**config.mk**
```make
export PLATFORM = sky130hd
export DESIGN_NAME = osc_failsafe_ctrl
export DESIGN_NICKNAME = d
export VERILOG_FILES = /design/src/rtl/osc_fs_pkg.sv /design/src/rtl/fault_sync.sv /design/src/rtl/fault_latch.sv /design/src/rtl/src_override.sv /design/src/rtl/osc_failsafe_ctrl.sv
export SDC_FILE = /design/constraint.sdc
export NUM_CORES = 1
export LEC_CHECK = 0
export BUFFER_PORTS_ARGS = -buffer_cell sky130_fd_sc_hd__buf_2
export CORE_MARGIN = 3
export CORE_UTILIZATION = 38
export CTS_CLUSTER_DIAMETER = 40
export DETAILED_ROUTE_END_ITERATION = 10
export GPL_TIMING_DRIVEN = 0
export PLACE_DENSITY = 0.82
export SYNTH_ARGS = -nofsm -noshare
export SYNTH_HDL_FRONTEND = slang
export SYNTH_SLANG_ARGS = --single-unit
```
**constraint.sdc**
```tcl
create_clock -name clk -period 4.28 [get_ports clk]
set_clock_uncertainty 0.1 [all_clocks]
set_input_delay 0.214 -clock clk [delete_from_list [all_inputs] [get_ports clk]]
set_output_delay 0.214 -clock clk [all_outputs]
set_load 0.05 [all_outputs]
```
**src/rtl/osc_fs_pkg.sv**
```systemverilog
package osc_fs_pkg;
    localparam int SRC_W = 3;
    localparam int NFLT  = 4;
    localparam int FLT_LF     = 0;
    localparam int FLT_HF     = 1;
    localparam int FLT_DOPEN  = 2;
    localparam int FLT_DSHORT = 3;

    typedef enum logic [SRC_W-1:0] {
        SRC_LFX    = 3'd0,
        SRC_LOWRC  = 3'd1,
        SRC_REFOSC = 3'd2,
        SRC_DCO    = 3'd3,
        SRC_MODRC  = 3'd4,
        SRC_HFX    = 3'd5,
        SRC_SYSRC  = 3'd6,
        SRC_RSVD   = 3'd7
    } clk_src_e;

    typedef enum logic {
        ST_CLEAR   = 1'b0,
        ST_LATCHED = 1'b1
    } latch_st_e;
endpackage

```
**src/rtl/fault_sync.sv**
```systemverilog
module fault_sync #(
    parameter int W = 4
) (
    input  logic         clk,
    input  logic         rst_n,
    input  logic [W-1:0] async_i,
    output logic [W-1:0] sync_o
);
    logic [W-1:0] stage1_q;
    logic [W-1:0] stage2_q;

    always_ff @(posedge clk or negedge rst_n) begin
        if (!rst_n) begin
            stage1_q <= '0;
            stage2_q <= '0;
        end else begin
            stage1_q <= async_i;
            stage2_q <= stage1_q;
        end
    end

    assign sync_o = stage2_q;
endmodule

```
**src/rtl/fault_latch.sv**
```systemverilog
module fault_latch
    import osc_fs_pkg::*;
(
    input  logic clk,
    input  logic rst_n,
    input  logic set_i,
    input  logic clr_i,
    output logic flag_o
);
    latch_st_e state_q;
    latch_st_e state_d;

    // next state: set has priority over clear
    always_comb begin
        state_d = state_q;
        unique case (state_q)
            ST_CLEAR: begin
                if (set_i) state_d = ST_LATCHED;
            end
            ST_LATCHED: begin
                if (clr_i && !set_i) state_d = ST_CLEAR;
            end
            default: state_d = ST_CLEAR;
        endcase
    end

    always_ff @(posedge clk or negedge rst_n) begin
        if (!rst_n) state_q <= ST_CLEAR;
        else        state_q <= state_d;
    end

    always_comb begin
        unique case (state_q)
            ST_CLEAR:   flag_o = 1'b0;
            ST_LATCHED: flag_o = 1'b1;
            default:    flag_o = 1'b0;
        endcase
    end
endmodule

```
**src/rtl/src_override.sv**
```systemverilog
module src_override
    import osc_fs_pkg::*;
#(
    parameter int                   NUM_CLK = 6,
    parameter logic [NUM_CLK-1:0]   HF_MASK = 6'b011100,
    localparam int                  BUS_W   = NUM_CLK * SRC_W
) (
    input  logic [BUS_W-1:0] sel_i,
    input  logic             lf_flag_i,
    input  logic             hf_flag_i,
    output logic [BUS_W-1:0] eff_o,
    output logic             lf_hit_o
);
    logic [NUM_CLK-1:0] lf_hit;

    for (genvar i = 0; i < NUM_CLK; i++) begin : g_clk
        logic [SRC_W-1:0] sw_sel;
        assign sw_sel = sel_i[i*SRC_W +: SRC_W];
        assign lf_hit[i] = lf_flag_i && (sw_sel == SRC_LFX);

        if (HF_MASK[i]) begin : g_hf_covered
            always_comb begin
                if (lf_hit[i])
                    eff_o[i*SRC_W +: SRC_W] = SRC_REFOSC;
                else if (hf_flag_i && (sw_sel == SRC_HFX))
                    eff_o[i*SRC_W +: SRC_W] = SRC_SYSRC;
                else
                    eff_o[i*SRC_W +: SRC_W] = sw_sel;
            end
        end else begin : g_lf_only
            always_comb begin
                if (lf_hit[i])
                    eff_o[i*SRC_W +: SRC_W] = SRC_REFOSC;
                else
                    eff_o[i*SRC_W +: SRC_W] = sw_sel;
            end
        end
    end

    assign lf_hit_o = |lf_hit;
endmodule

```
**src/rtl/osc_failsafe_ctrl.sv**
```systemverilog
module osc_failsafe_ctrl
    import osc_fs_pkg::*;
#(
    parameter int                   NUM_CLK = 6,
    parameter logic [NUM_CLK-1:0]   HF_MASK = 6'b011100,
    localparam int                  BUS_W   = NUM_CLK * SRC_W
) (
    input  logic             clk,
    input  logic             por_n,
    input  logic             lf_fault_i,
    input  logic             hf_fault_i,
    input  logic             dco_open_fault_i,
    input  logic             dco_short_fault_i,
    input  logic             lf_clr_i,
    input  logic             hf_clr_i,
    input  logic             dco_open_clr_i,
    input  logic             dco_short_rst_clr_i,
    input  logic             lf_ie_i,
    input  logic             hf_ie_i,
    input  logic             dco_open_ie_i,
    input  logic             lpm_i,
    input  logic             refo_fsel_i,
    input  logic [BUS_W-1:0] sel_i,
    output logic             lf_flag_o,
    output logic             hf_flag_o,
    output logic             dco_open_flag_o,
    output logic             dco_short_flag_o,
    output logic             irq_o,
    output logic [BUS_W-1:0] eff_sel_o,
    output logic             refo_fsel_eff_o
);
    logic [NFLT-1:0] flt_raw;
    logic [NFLT-1:0] flt_sync;
    logic [NFLT-1:0] flt_set;
    logic [NFLT-1:0] flt_clr;
    logic [NFLT-1:0] flt_flag;
    logic            lf_redirect;

    assign flt_raw[FLT_LF]     = lf_fault_i;
    assign flt_raw[FLT_HF]     = hf_fault_i;
    assign flt_raw[FLT_DOPEN]  = dco_open_fault_i;
    assign flt_raw[FLT_DSHORT] = dco_short_fault_i;

    fault_sync #(.W(NFLT)) u_sync (
        .clk     (clk),
        .rst_n   (por_n),
        .async_i (flt_raw),
        .sync_o  (flt_sync)
    );

    // HF fault handling is suspended in low-power modes
    assign flt_set[FLT_LF]     = flt_sync[FLT_LF];
    assign flt_set[FLT_HF]     = flt_sync[FLT_HF] && !lpm_i;
    assign flt_set[FLT_DOPEN]  = flt_sync[FLT_DOPEN];
    assign flt_set[FLT_DSHORT] = flt_sync[FLT_DSHORT];

    assign flt_clr[FLT_LF]     = lf_clr_i;
    assign flt_clr[FLT_HF]     = hf_clr_i;
    assign flt_clr[FLT_DOPEN]  = dco_open_clr_i;
    assign flt_clr[FLT_DSHORT] = dco_short_rst_clr_i;

    for (genvar f = 0; f < NFLT; f++) begin : g_flag
        fault_latch u_latch (
            .clk    (clk),
            .rst_n  (por_n),
            .set_i  (flt_set[f]),
            .clr_i  (flt_clr[f]),
            .flag_o (flt_flag[f])
        );
    end

    assign lf_flag_o        = flt_flag[FLT_LF];
    assign hf_flag_o        = flt_flag[FLT_HF];
    assign dco_open_flag_o  = flt_flag[FLT_DOPEN];
    assign dco_short_flag_o = flt_flag[FLT_DSHORT];

    assign irq_o = (flt_flag[FLT_LF]    && lf_ie_i)
                || (flt_flag[FLT_HF]    && hf_ie_i)
                || (flt_flag[FLT_DOPEN] && dco_open_ie_i);

    src_override #(
        .NUM_CLK (NUM_CLK),
        .HF_MASK (HF_MASK)
    ) u_ovr (
        .sel_i     (sel_i),
        .lf_flag_i (flt_flag[FLT_LF]),
        .hf_flag_i (flt_flag[FLT_HF]),
        .eff_o     (eff_sel_o),
        .lf_hit_o  (lf_redirect)
    );

    // fail-safe reference oscillator always runs at the 32.768 kHz setting
    assign refo_fsel_eff_o = lf_redirect ? 1'b0 : refo_fsel_i;
endmodule

```
======== Word-level counts from Yosys, hierarchy flattened ========
Index checks and enable logic that the tools add are counted.
storage, ports and cells
  bits in registers ....................... 12
  output and inout bits ................... 24
  input port bits ......................... 33
cells by class
  reductions and logical operators ........ 31
  multiplexer cells ....................... 26
  equality and inequality tests ........... 3
  bitwise logic cells ..................... 4
operator list
  cell                  count
  $mux W3               9
  $logic_not A3 Y1      6
  $logic_and A1 B1 Y1   17
  $pmux W1 S2           8
  $eq A3 B3 Y1 const B  3
  $mux W1               9
  $reduce_or A6 Y1      1
  $logic_not A1 Y1      5
  $not A1 Y1            4
  $logic_or A1 B1 Y1    2

======== Logic depth before layout (Yosys ltp) ========
Gate-level depths: netlist (run 1).
  word-level depth ........................ 6
  depth in mapped cells ................... 4
  gate-level depth less buffers ........... 3

======== Hierarchy ========
A second synthesis (run 1) with hierarchy kept.
unflattened totals
  cell total of the unflattened synthesis .. 57
  area total of the unflattened synthesis .. 619.3 µm²
modules (own cells, without submodules)
  module             seq. area each (µm²)  area an instance (µm²)  instances  cells an instance
  src_override       0.0                   247.7                   1          33
  fault_sync         200.2                 200.2                   1          8
  fault_latch        25.0                  36.3                    4          3
  osc_failsafe_ctrl  0.0                   26.3                    1          4

======== Worst setup path before layout (run 1) ========
Ideal clock, no wire load.
  path type ............................... register -> output
  start point ............................. register g_flag[0].u_latch.state_q
  end point ............................... output port refo_fsel_eff_o
  path buffers ............................ 1
  stages on the path, launching flop included .. 5
  data arrival time ....................... 2.056 ns
  slack ................................... 1.910 ns
  path through ............................ dfrtp_1 -> buf_6 -> nor4b_4 -> or4_4 -> a211oi_2
on the way
  word-level cells in the longest chain between the ends .. 5
  elaborated cells between the ends (all ways) .. 10
  classes of those cells .................. 2 x mux; 1 x bitwise; 7 x reduce/logical
ends and longest elaborated chain
  what                    line                     source
  from (decl)             fault_latch.sv:10        latch_st_e state_q;
  from (signal assigned)  fault_latch.sv:29        else state_q <= state_d;
  $not A1 Y1              fault_latch.sv:33        unique case (state_q)
  $pmux W1 S2 (*)         fault_latch.sv:33
  $logic_and A1 B1 Y1     src_override.sv:19       assign lf_hit[i] = lf_flag_i && (sw_sel == SRC_LFX);
  $reduce_or A6 Y1 (*)    src_override.sv:40       assign lf_hit_o = |lf_hit;
  $mux W1 (*)             osc_failsafe_ctrl.sv:93  assign refo_fsel_eff_o = lf_redirect ? 1'b0 : refo_fsel_i;
  to (decl)               osc_failsafe_ctrl.sv:30  output logic refo_fsel_eff_o
Every way passes the cells marked *; elsewhere a longest branch is shown, timed or not.

======== Final worst setup path (run 1) ========
Same ends and word-level chain as after synthesis.

==> results of run 1 <==
-- cell families (layout without fill, tap and decap cells) --
logic type             after synthesis  after routing  synth area share (%)
AO/OA/AOI/OAI                       16             16                 21.18
buffers and inverters               19             84                 12.83
flip-flops                          12             12                 48.88
AND/OR/NAND/NOR                     15             15                 17.11
-- synthesized netlist by cell type (all sizes together) --
cell type  instances  area, µm²
or4                1      11.26
nor2               5      18.77
a211oi             1      12.51
o22ai              1      6.260
inv                9      33.78
nor3b              1      7.510
o31ai              1      7.510
nor4b              4      50.05
a222oi             1      10.01
nand2              3      11.26
a21o               6      45.04
dfrtp             12      300.3
a31oi              2      12.51
o21a               1      7.510
clkbuf             9      33.78
nand2b             1      6.260
buf                1      11.26
a311o              2      20.02
o31a               1      8.760
-- how the worst max path moves through the flow --
stage / from / end / cells after the start
after detailed placement: g_flag[0].u_latch.state_q$_DFF_PN0_ / refo_fsel_eff_o / 5
after CTS: g_flag[0].u_latch.state_q$_DFF_PN0_ / refo_fsel_eff_o / 5
after floorplan: g_flag[0].u_latch.state_q$_DFF_PN0_ / refo_fsel_eff_o / 4
after global routing: g_flag[0].u_latch.state_q$_DFF_PN0_ / refo_fsel_eff_o / 5
after global placement: g_flag[0].u_latch.state_q$_DFF_PN0_ / refo_fsel_eff_o / 5
final: g_flag[0].u_latch.state_q$_DFF_PN0_ / refo_fsel_eff_o / 5
-- area by class of cell --
type / count / area share [%]
flip-flops and latches: 12 / 30.04
repair buffers: 61 / 33.04
clock buffers: 4 / 3.630
plain buffers: 10 / 4.506
inverters: 9 / 3.379
well taps: 15 / 1.877
multi-input cells: 31 / 23.53
-- state kept, by name, summed over array words and instances, names as in the netlist --
register and flops:
u_sync.stage1_q 4, u_sync.sync_o 4, g_flag.u_latch.state_q 4
-- worst register-to-register path, cell delays in order, from the launching register on --
cell and delay (ps):
sky130_fd_sc_hd__dfrtp_1 410, sky130_fd_sc_hd__buf_6 150, sky130_fd_sc_hd__a21o_1 150
-- report_power, final --
part | total [mW] | internal, mW | switching (mW) | leakage, nW
logic | 0.119 | 0.0382 | 0.0805 | 0.392
registers | 0.124 | 0.120 | 0.00407 | 0.138
clock network | 0.0841 | 0.0516 | 0.0325 | 0.0210
-- metal layers --
layer | vias to the layer above | global-route usage (%)
met5 | - | 0
met4 | 0 | 5.114
li1 | 339 | -
met3 | 0 | 4.297
met1 | 307 | 13.02
met2 | 38 | 27.47
-- through the flow --
stage | worst slack (ps) | hold WS [ps] | cells
2_1_floorplan | 1910 | -181.6 | 62
3_3_place_gp | 2394 | -5.395 | 133
3_5_place_dp | 2401 | -3.660 | 133
4_1_cts | 2100 | 23.95 | 142
5_1_grt | 2012 | 20.28 | 142
6_report | 2119 | 29.20 | 142
==> impl_metrics.json, run 1 <==
{
  "detail_route.wirelength_um": 1481,
  "route.detailed.drc": 0,
  "timing.final.setup_violations": 0,
  "max_freq_mhz": 462.7,
  "synthDistinctLibCells": 20,
  "worst-r2r-cell-count": 2,
  "clk_latency_ps": 260,
  "power_per_cell_area_nw_per_um2": 326.9,
  "holdPathStages": 2,
  "post-cts-setup-buffer-count": 0,
  "register_area_um2": 300.3,
  "regToRegEndpoint": "g_flag[0].u_latch.state_q$_DFF_PN0_",
  "drtAntennaViolNets": 0,
  "standard_cell_core_area_um2": 1399,
  "grt_pass1_vias": 587,
  "grt_setup_unrepaired": "false",
  "layout_commonest_cell": "sky130_fd_sc_hd__buf_2",
  "postPlaceCellArea_um2": 913.4,
  "io_pins": 57,
  "routedLengthMet1_um": 467,
  "clock_tree.htree_level_count": 1,
  "holdPathEnd": "g_flag[1].u_latch.state_q$_DFF_PN0_",
  "final_nets": 161,
  "final_period_demand_of_the_worst_path_ps": 2161,
  "critical_path.startpoint_type": "register",
  "total_cts_buffers": 3,
  "leakagePower_nw": 0.5507,
  "start_util_pct": 43.92,
  "final_util_pct": 71.47,
  "multi_input_comb_area_um2": 235.2,
  "timing.critical_path.buf_inv": 2,
  "worstHoldPathType": "input pin to register",
  "drt-vias-per-instance": 4.817,
  "wire_per_inst_um": 10.43,
  "hold_path_start": "hf_clr_i",
  "clk_pin_slew_ps": 70,
  "insertedDiodeCount": 0,
  "cts.sinks": 12,
  "worst-slew-pin-transition_ps": 336.0,
  "yosys_warnings": 0,
  "grt_max_degree": 13,
  "regToRegSetupSlack_ps": 3370,
  "finalWeightedCongestion": 0.6419,
  "syn_avg_cell_area_um2": 9.909,
  "met2_wirelength_um": 763,
  "route.vias.total": 684,
  "postSynthRegisterBits": 12,
  "finalHoldViolations": 0,
  "port-buffer-count": 56,
  "final.period_utilization_pct": 50.50,
  "synth.yosys.seq_area_share_pct": 48.88,
  "grt_pass1_wl_um": 2139,
  "layout_common_cells": "sky130_fd_sc_hd__buf_2 (56), sky130_fd_sc_hd__dfrtp_1 (12), sky130_fd_sc_hd__inv_1 (9), sky130_fd_sc_hd__clkbuf_1 (9), sky130_fd_sc_hd__a21o_1 (6)",
  "highest-signal-layer": "met3",
  "synthCells": 62,
  "fp.dieH_um": 46.21,
  "syn-num-nets": 95,
  "cpMaxStageDelayCell": "sky130_fd_sc_hd__or4_4",
  "crit_required_ps": 3970,
  "arrival_ps": 1850,
  "category_of_cells_accounting_for_the_largest_share_of_critical_path_delay": "simple AND/OR/NAND/NOR gates",
  "outcome": "finished clean",
  "grt_overflow_total": 0,
  "final.fill_count": 112,
  "cts.repair.resized": 0,
  "tritoncts": "yes",
  "final_area_um2": 999.7,
  "detailroute.wirelength.met3_um": 250,
  "antenna_found_initial": 0,
  "design_power_total_mw": 0.3268,
  "cts-root-buf": "sky130_fd_sc_hd__clkbuf_4",
  "end_kind": "primary output",
  "die-area_um2": 2135,
  "post_cts_hold_buffer_count": 5,
  "drt_first_iter_violations": 10,
  "die-width_um": 46.21,
  "synth_area_um2": 614.3,
  "timing.rr.start": "g_flag[0].u_latch.state_q$_DFF_PN0_",
  "timing.max_cap.violations": 0,
  "max-clock-path-buffers": 2,
  "total_negative_slack_ps": 0,
  "fp-row-count": 13,
  "vdd.ir_drop.worst_v": 0.0002177,
  "worst-setup-path-type": "register to primary output",
  "crit_path_max_fo": 10,
  "worstPathCellList": "buf_6, nor4b_4, or4_4, a211oi_2, buf_2",
  "gr-usage-all-layers_pct": 13.97,
  "total_half_perimeter_wirelength_after_legalization_and_detailed_placement_um": 1250,
  "report.final.slew_viol_count": 0,
  "slowest_delay_ps": 470,
  "final_layout_size_suffix_gt1_share_pct": 50.39,
  "detailedRoute.firstPassIterationCount": 4,
  "slew-limit-headroom_pct": 77.55,
  "area_growth_syn_to_layout_pct": 62.73
}
Power figures use the tool's default switching activity.
==> run 2: changes to the inputs <==
- CORE_UTILIZATION: 38 -> 32
- PLACE_DENSITY: 0.82 -> 0.74
- clock period: 4.28 -> 1.7 ns (I/O delays scaled with it)
==> run 2 against run 1 <==
The run now ends with setup timing left. Non-clock buffer count is 7 higher. Die area is 16% higher. Final cell count is 12% higher. Global-route usage is 0.24 points higher. Sequential cell count stayed put. Sequential share of layout area is 3.9 points lower. Cell area is 15% higher. Via count is 6.4% higher. Clock-buffer cell count stayed put. Critical path type unchanged. Largest power group is now combinational logic.
==> impl_metrics.json, run 2 (synthesis gave the netlist of run 1 again) <==
{
  "outcome": "complete, but fails checks",
  "failed_checks": "setup timing",
  "report.final.slew_viol_count": 0,
  "cpMaxStageDelayCell": "sky130_fd_sc_hd__or4_4",
  "worst-setup-path-type": "register to primary output",
  "multi_input_comb_area_um2": 277.8,
  "start_util_pct": 34.82,
  "crit_top_cell": "sky130_fd_sc_hd__buf_6",
  "detailedRoute.firstPassIterationCount": 4,
  "die-area_um2": 2482,
  "antenna_found_initial": 0,
  "total_half_perimeter_wirelength_after_legalization_and_detailed_placement_um": 1292,
  "total_negative_slack_ps": -412.8,
  "final.period_utilization_pct": 116.2,
  "area_growth_syn_to_layout_pct": 87.58,
  "total_cts_buffers": 3,
  "max-clock-path-buffers": 2,
  "regToRegEndpoint": "g_flag[1].u_latch.state_q$_DFF_PN0_",
  "die-width_um": 49.82,
  "dp_slack_ps": -158.6,
  "grt_pass1_vias": 682,
  "final_layout_size_suffix_gt1_share_pct": 52.99,
  "worstPathCellList": "buf_6, nor4b_4, or4_4, a211oi_4, buf_6",
  "vdd.ir_drop.worst_v": 0.0005552,
  "fin_ws_ps": -275.1,
  "port-buffer-count": 56,
  "clk_latency_ps": 260,
  "gr-max-usage-layer": "met2",
  "finalWeightedCongestion": 0.6856,
  "worst-r2r-cell-count": 3,
  "tritoncts": "yes",
  "critical_path.startpoint_type": "register",
  "slowest_delay_ps": 500,
  "grt_setup_unrepaired": "true",
  "clk_pin_slew_ps": 70,
  "wire_per_inst_um": 11.19,
  "arrival_ps": 1790,
  "grt_util_met2_pct": 28.19,
  "crit_required_ps": 1510,
  "insertedDiodeCount": 0,
  "worst-slew-pin-transition_ps": 411.8,
  "timing.max_cap.violations": 0,
  "gr-usage-all-layers_pct": 14.21,
  "crit_path_max_fo": 4,
  "fp.dieH_um": 49.82,
  "route.detailed.drc": 0,
  "leakagePower_nw": 0.6110,
  "grt_max_degree": 13,
  "clock_tree.htree_level_count": 1,
  "end_kind": "primary output",
  "slew-limit-headroom_pct": 72.31,
  "final.fill_count": 147,
  "max_freq_mhz": 506.3,
  "timing.final.setup_violations": 3,
  "finalHoldViolations": 0,
  "final_period_demand_of_the_worst_path_ps": 1975,
  "use_met3_pct": 4.834,
  "groute.layer.met1.usage_pct": 12.76,
  "layout_common_cells": "sky130_fd_sc_hd__buf_2 (51), sky130_fd_sc_hd__dfrtp_1 (11), sky130_fd_sc_hd__dlygate4sd3_1 (10)",
  "grt_pass1_wl_um": 2725,
  "grt_overflow_total": 0,
  "power_per_cell_area_nw_per_um2": 760.9,
  "drtAntennaViolNets": 0,
  "layout_commonest_cell": "sky130_fd_sc_hd__buf_2",
  "timing.critical_path.buf_inv": 2,
  "detail_route.wirelength_um": 1780,
  "cts-root-buf": "sky130_fd_sc_hd__clkbuf_4",
  "cts.sinks": 12,
  "fp-row-count": 15,
  "drt_first_iter_violations": 10,
  "drt-vias-per-instance": 4.579,
  "standard_cell_core_area_um2": 1764,
  "io_pins": 57,
  "final_nets": 168,
  "route.vias.total": 728,
  "register_area_um2": 301.5,
  "regToRegSetupSlack_ps": 300,
  "worstHoldPathType": "input pin to async pin",
  "category_of_cells_accounting_for_the_largest_share_of_critical_path_delay": "simple AND/OR/NAND/NOR gates",
  "timing.rr.start": "g_flag[1].u_latch.state_q$_DFF_PN0_"
}
[run 2: power by group]
part           internal (mW)  switching (mW)
clock                  0.130          0.0863
sequential             0.302          0.0112
combinational          0.129           0.219
total                  0.561           0.316
[run 2: worst max path at each step]
stage	from	endpoint	cells after the start
finish	g_flag[0].u_latch.state_q$_DFF_PN0_	refo_fsel_eff_o	5
global route	g_flag[0].u_latch.state_q$_DFF_PN0_	refo_fsel_eff_o	5
CTS	g_flag[0].u_latch.state_q$_DFF_PN0_	refo_fsel_eff_o	5
detailed placement	g_flag[0].u_latch.state_q$_DFF_PN0_	refo_fsel_eff_o	5
global placement	g_flag[0].u_latch.state_q$_DFF_PN0_	refo_fsel_eff_o	5
floorplan	g_flag[0].u_latch.state_q$_DFF_PN0_	refo_fsel_eff_o	4
[run 2: what timing repair did]
| item | CTS | global route |
|---|---|---|
| gates resized for setup | 14 | 2 |
| hold endpoints to repair | 20 | 0 |
| endpoints found under the setup margin | 2 | 5 |
| buffers inserted | 2 | 0 |
| hold buffers | 10 | 0 |
| pin swaps | 4 | 0 |
[run 2: worst reg2reg max path, cell delays in order (launching register included)]
cell and delay [ps]:
sky130_fd_sc_hd__dfrtp_1 460, sky130_fd_sc_hd__inv_1 100, sky130_fd_sc_hd__o22ai_1 60, sky130_fd_sc_hd__dlygate4sd3_1 550
[run 2: cell type report]
cell class,instances,area share (%)
clock buffers,4,3.149
well taps,25,2.714
flip-flops and latches,12,26.17
plain buffers,10,3.909
repair buffers,68,37.02
inverters,9,2.932
multi-input cells,31,24.10
[run 2: through the flow]
| step | utilization [%] | std cells | total power, mW | area (µm²) | hold slack, ps |
|---|---|---|---|---|---|
| floorplan | - | 62 | 0.5184 | 624.3 | -310.6 |
| finish | 65.32 | 159 | 0.8768 | 1152 | 117.7 |
| global placement | 53.05 | 143 | 0.6119 | 935.9 | -138.4 |
| detailed placement | 53.05 | 143 | 0.6170 | 935.9 | -128.3 |
| CTS | 65.18 | 159 | 0.8882 | 1150 | 105.4 |
| global route | 65.32 | 159 | 0.9246 | 1152 | 145.5 |
[run 2: metal layers]
layer	up-vias	share of wire, %
met2	46	53
met3	0	12
li1	353	-
met4	0	0
met1	329	35
met5	-	0
==> run 3: changes to the inputs <==
- CORE_ASPECT_RATIO: default -> 1.4
- TNS_END_PERCENT: default -> 30
==> run 3 against run 2 <==
The flow still finishes with violations (setup timing). Largest cell class unchanged. Cell area decreased by 2.5%. Maximum frequency barely moved. Critical path type unchanged. Non-clock buffer count is the same.
==> impl_metrics.json, run 3 (synthesis gave the netlist of run 1 again) <==
{
  "cts-root-buf": "sky130_fd_sc_hd__clkbuf_4",
  "fin_ws_ps": -276.8,
  "area_growth_syn_to_layout_pct": 82.89,
  "grt_util_met2_pct": 25.75,
  "end_kind": "primary output",
  "slew-limit-headroom_pct": 73.13,
  "antenna_found_initial": 0,
  "tritoncts": "yes",
  "report.final.slew_viol_count": 0,
  "grt_pass1_vias": 664,
  "timing.final.setup_violations": 2,
  "drt-vias-per-instance": 4.656,
  "final.period_utilization_pct": 116.3,
  "finalWeightedCongestion": 0.6543,
  "gr-max-usage-layer": "met2",
  "total_negative_slack_ps": -331.3,
  "die-area_um2": 2489,
  "insertedDiodeCount": 0,
  "total_cts_buffers": 3,
  "numPlacedInstances": 138,
  "io_pins": 57,
  "final_area_um2": 1124,
  "failed_checks": "setup timing",
  "route.vias.total": 717,
  "multi_input_comb_area_um2": 261.5,
  "crit_required_ps": 1510,
  "detailedRoute.firstPassIterationCount": 4,
  "final_nets": 168,
  "detail_route.wirelength_um": 1676,
  "gr-usage-all-layers_pct": 12.94,
  "finish.cell_count_without_fillers": 154,
  "register_area_um2": 301.5,
  "fp.dieH_um": 57.84,
  "worst-slew-pin-transition_ps": 399.6,
  "grt_setup_unrepaired": "true",
  "worstHoldPathType": "input pin to async pin",
  "max-clock-path-buffers": 2,
  "final.fill_count": 164,
  "final_layout_size_suffix_gt1_share_pct": 51.49,
  "clk_latency_ps": 270,
  "leakagePower_nw": 0.5999,
  "worst-setup-path-type": "register to primary output",
  "crit_path_max_fo": 5,
  "outcome": "complete, but fails checks",
  "postPlaceCellArea_um2": 928.4,
  "power_per_cell_area_nw_per_um2": 775.3,
  "timing.max_cap.violations": 0,
  "route.detailed.drc": 0,
  "die-width_um": 43.03,
  "port-buffer-count": 56,
  "final_util_pct": 62.36,
  "wire_per_inst_um": 10.88,
  "final_period_demand_of_the_worst_path_ps": 1977,
  "grt_pass1_wl_um": 2511,
  "clock_tree.htree_level_count": 1,
  "max_freq_mhz": 505.9,
  "standard_cell_core_area_um2": 1802,
  "grt_overflow_total": 0,
  "grt_max_degree": 13,
  "layout_commonest_cell": "sky130_fd_sc_hd__buf_2",
  "cts.sinks": 12,
  "layout_common_cells": "sky130_fd_sc_hd__buf_2 (52), sky130_fd_sc_hd__dfrtp_1 (11), sky130_fd_sc_hd__dlygate4sd3_1 (10)",
  "use_met3_pct": 2.795,
  "clk_pin_slew_ps": 80,
  "vdd.ir_drop.worst_v": 0.0005628,
  "total_half_perimeter_wirelength_after_legalization_and_detailed_placement_um": 1302,
  "finalHoldViolations": 0,
  "fp-row-count": 18,
  "drtAntennaViolNets": 0,
  "start_util_pct": 34.10,
  "critical_path.startpoint_type": "register",
  "groute.layer.met1.usage_pct": 11.71,
  "arrival_ps": 1790,
  "drt_first_iter_violations": 10
}
[run 3: final cells by class]
type	count	area share, %
well taps	20	2.227
flip-flops and latches	12	26.84
plain buffers	10	4.009
inverters	9	3.007
clock buffers	4	3.229
repair buffers	68	37.42
multi-input cells	31	23.27
[run 3: stage by stage]
stage	total power [mW]	worst slack, ps	hold WS, ps
floorplan	0.5179	-302.7	-310.6
global placement	0.6126	-138.4	-137.2
detailed placement	0.6170	-144.9	-125.5
CTS	0.8824	-295.2	111.7
global route	0.9122	-331.7	133.4
finish	0.8712	-276.8	110.9
[run 3: path summary, 6_finish.rpt]
path | from | to | slack, ps | cells after the start
max | g_flag[0].u_latch.state_q$_DFF_PN0_ | refo_fsel_eff_o | -280 | 5
min | por_n | u_sync.stage1_q[1]$_DFF_PN0_ | 110 | 2
max reg2reg | g_flag[1].u_latch.state_q$_DFF_PN0_ | g_flag[1].u_latch.state_q$_DFF_PN0_ | 280 | 3
min reg2reg | u_sync.stage1_q[2]$_DFF_PN0_ | u_sync.sync_o[2]$_DFF_PN0_ | 250 | 0
max in group asynchronous | por_n | g_flag[0].u_latch.state_q$_DFF_PN0_ | 1170 | 2
min in group clk | u_sync.stage1_q[2]$_DFF_PN0_ | u_sync.sync_o[2]$_DFF_PN0_ | 250 | 0
[run 3: timing repair]
action / in CTS / in global routing
resized for setup: 11 / 0
setup buffers: 2 / 0
hold buffers: 10 / 0
hold endpoints to repair: 20 / 0
endpoints found under the setup margin: 2 / 4
pin swaps: 3 / 0
[run 3: critical path: stages (launching register included)]
cell	delay [ps]
sky130_fd_sc_hd__dfrtp_2	430
sky130_fd_sc_hd__buf_6	130
sky130_fd_sc_hd__nor4b_4	120
sky130_fd_sc_hd__or4_4	490
sky130_fd_sc_hd__a211oi_4	170
sky130_fd_sc_hd__buf_6	180
[run 3: report_power, final]
| part | switching (mW) | internal (mW) |
|---|---|---|
| registers | 0.0111 | 0.302 |
| clock network | 0.0905 | 0.130 |
| logic | 0.213 | 0.124 |
| total | 0.315 | 0.556 |
[run 3: layer usage]
layer | routed length (µm) | vias up
met5 | 0 | -
li1 | - | 350
met3 | 243 | 0
met2 | 873 | 45
met1 | 560 | 322
met4 | 0 | 0
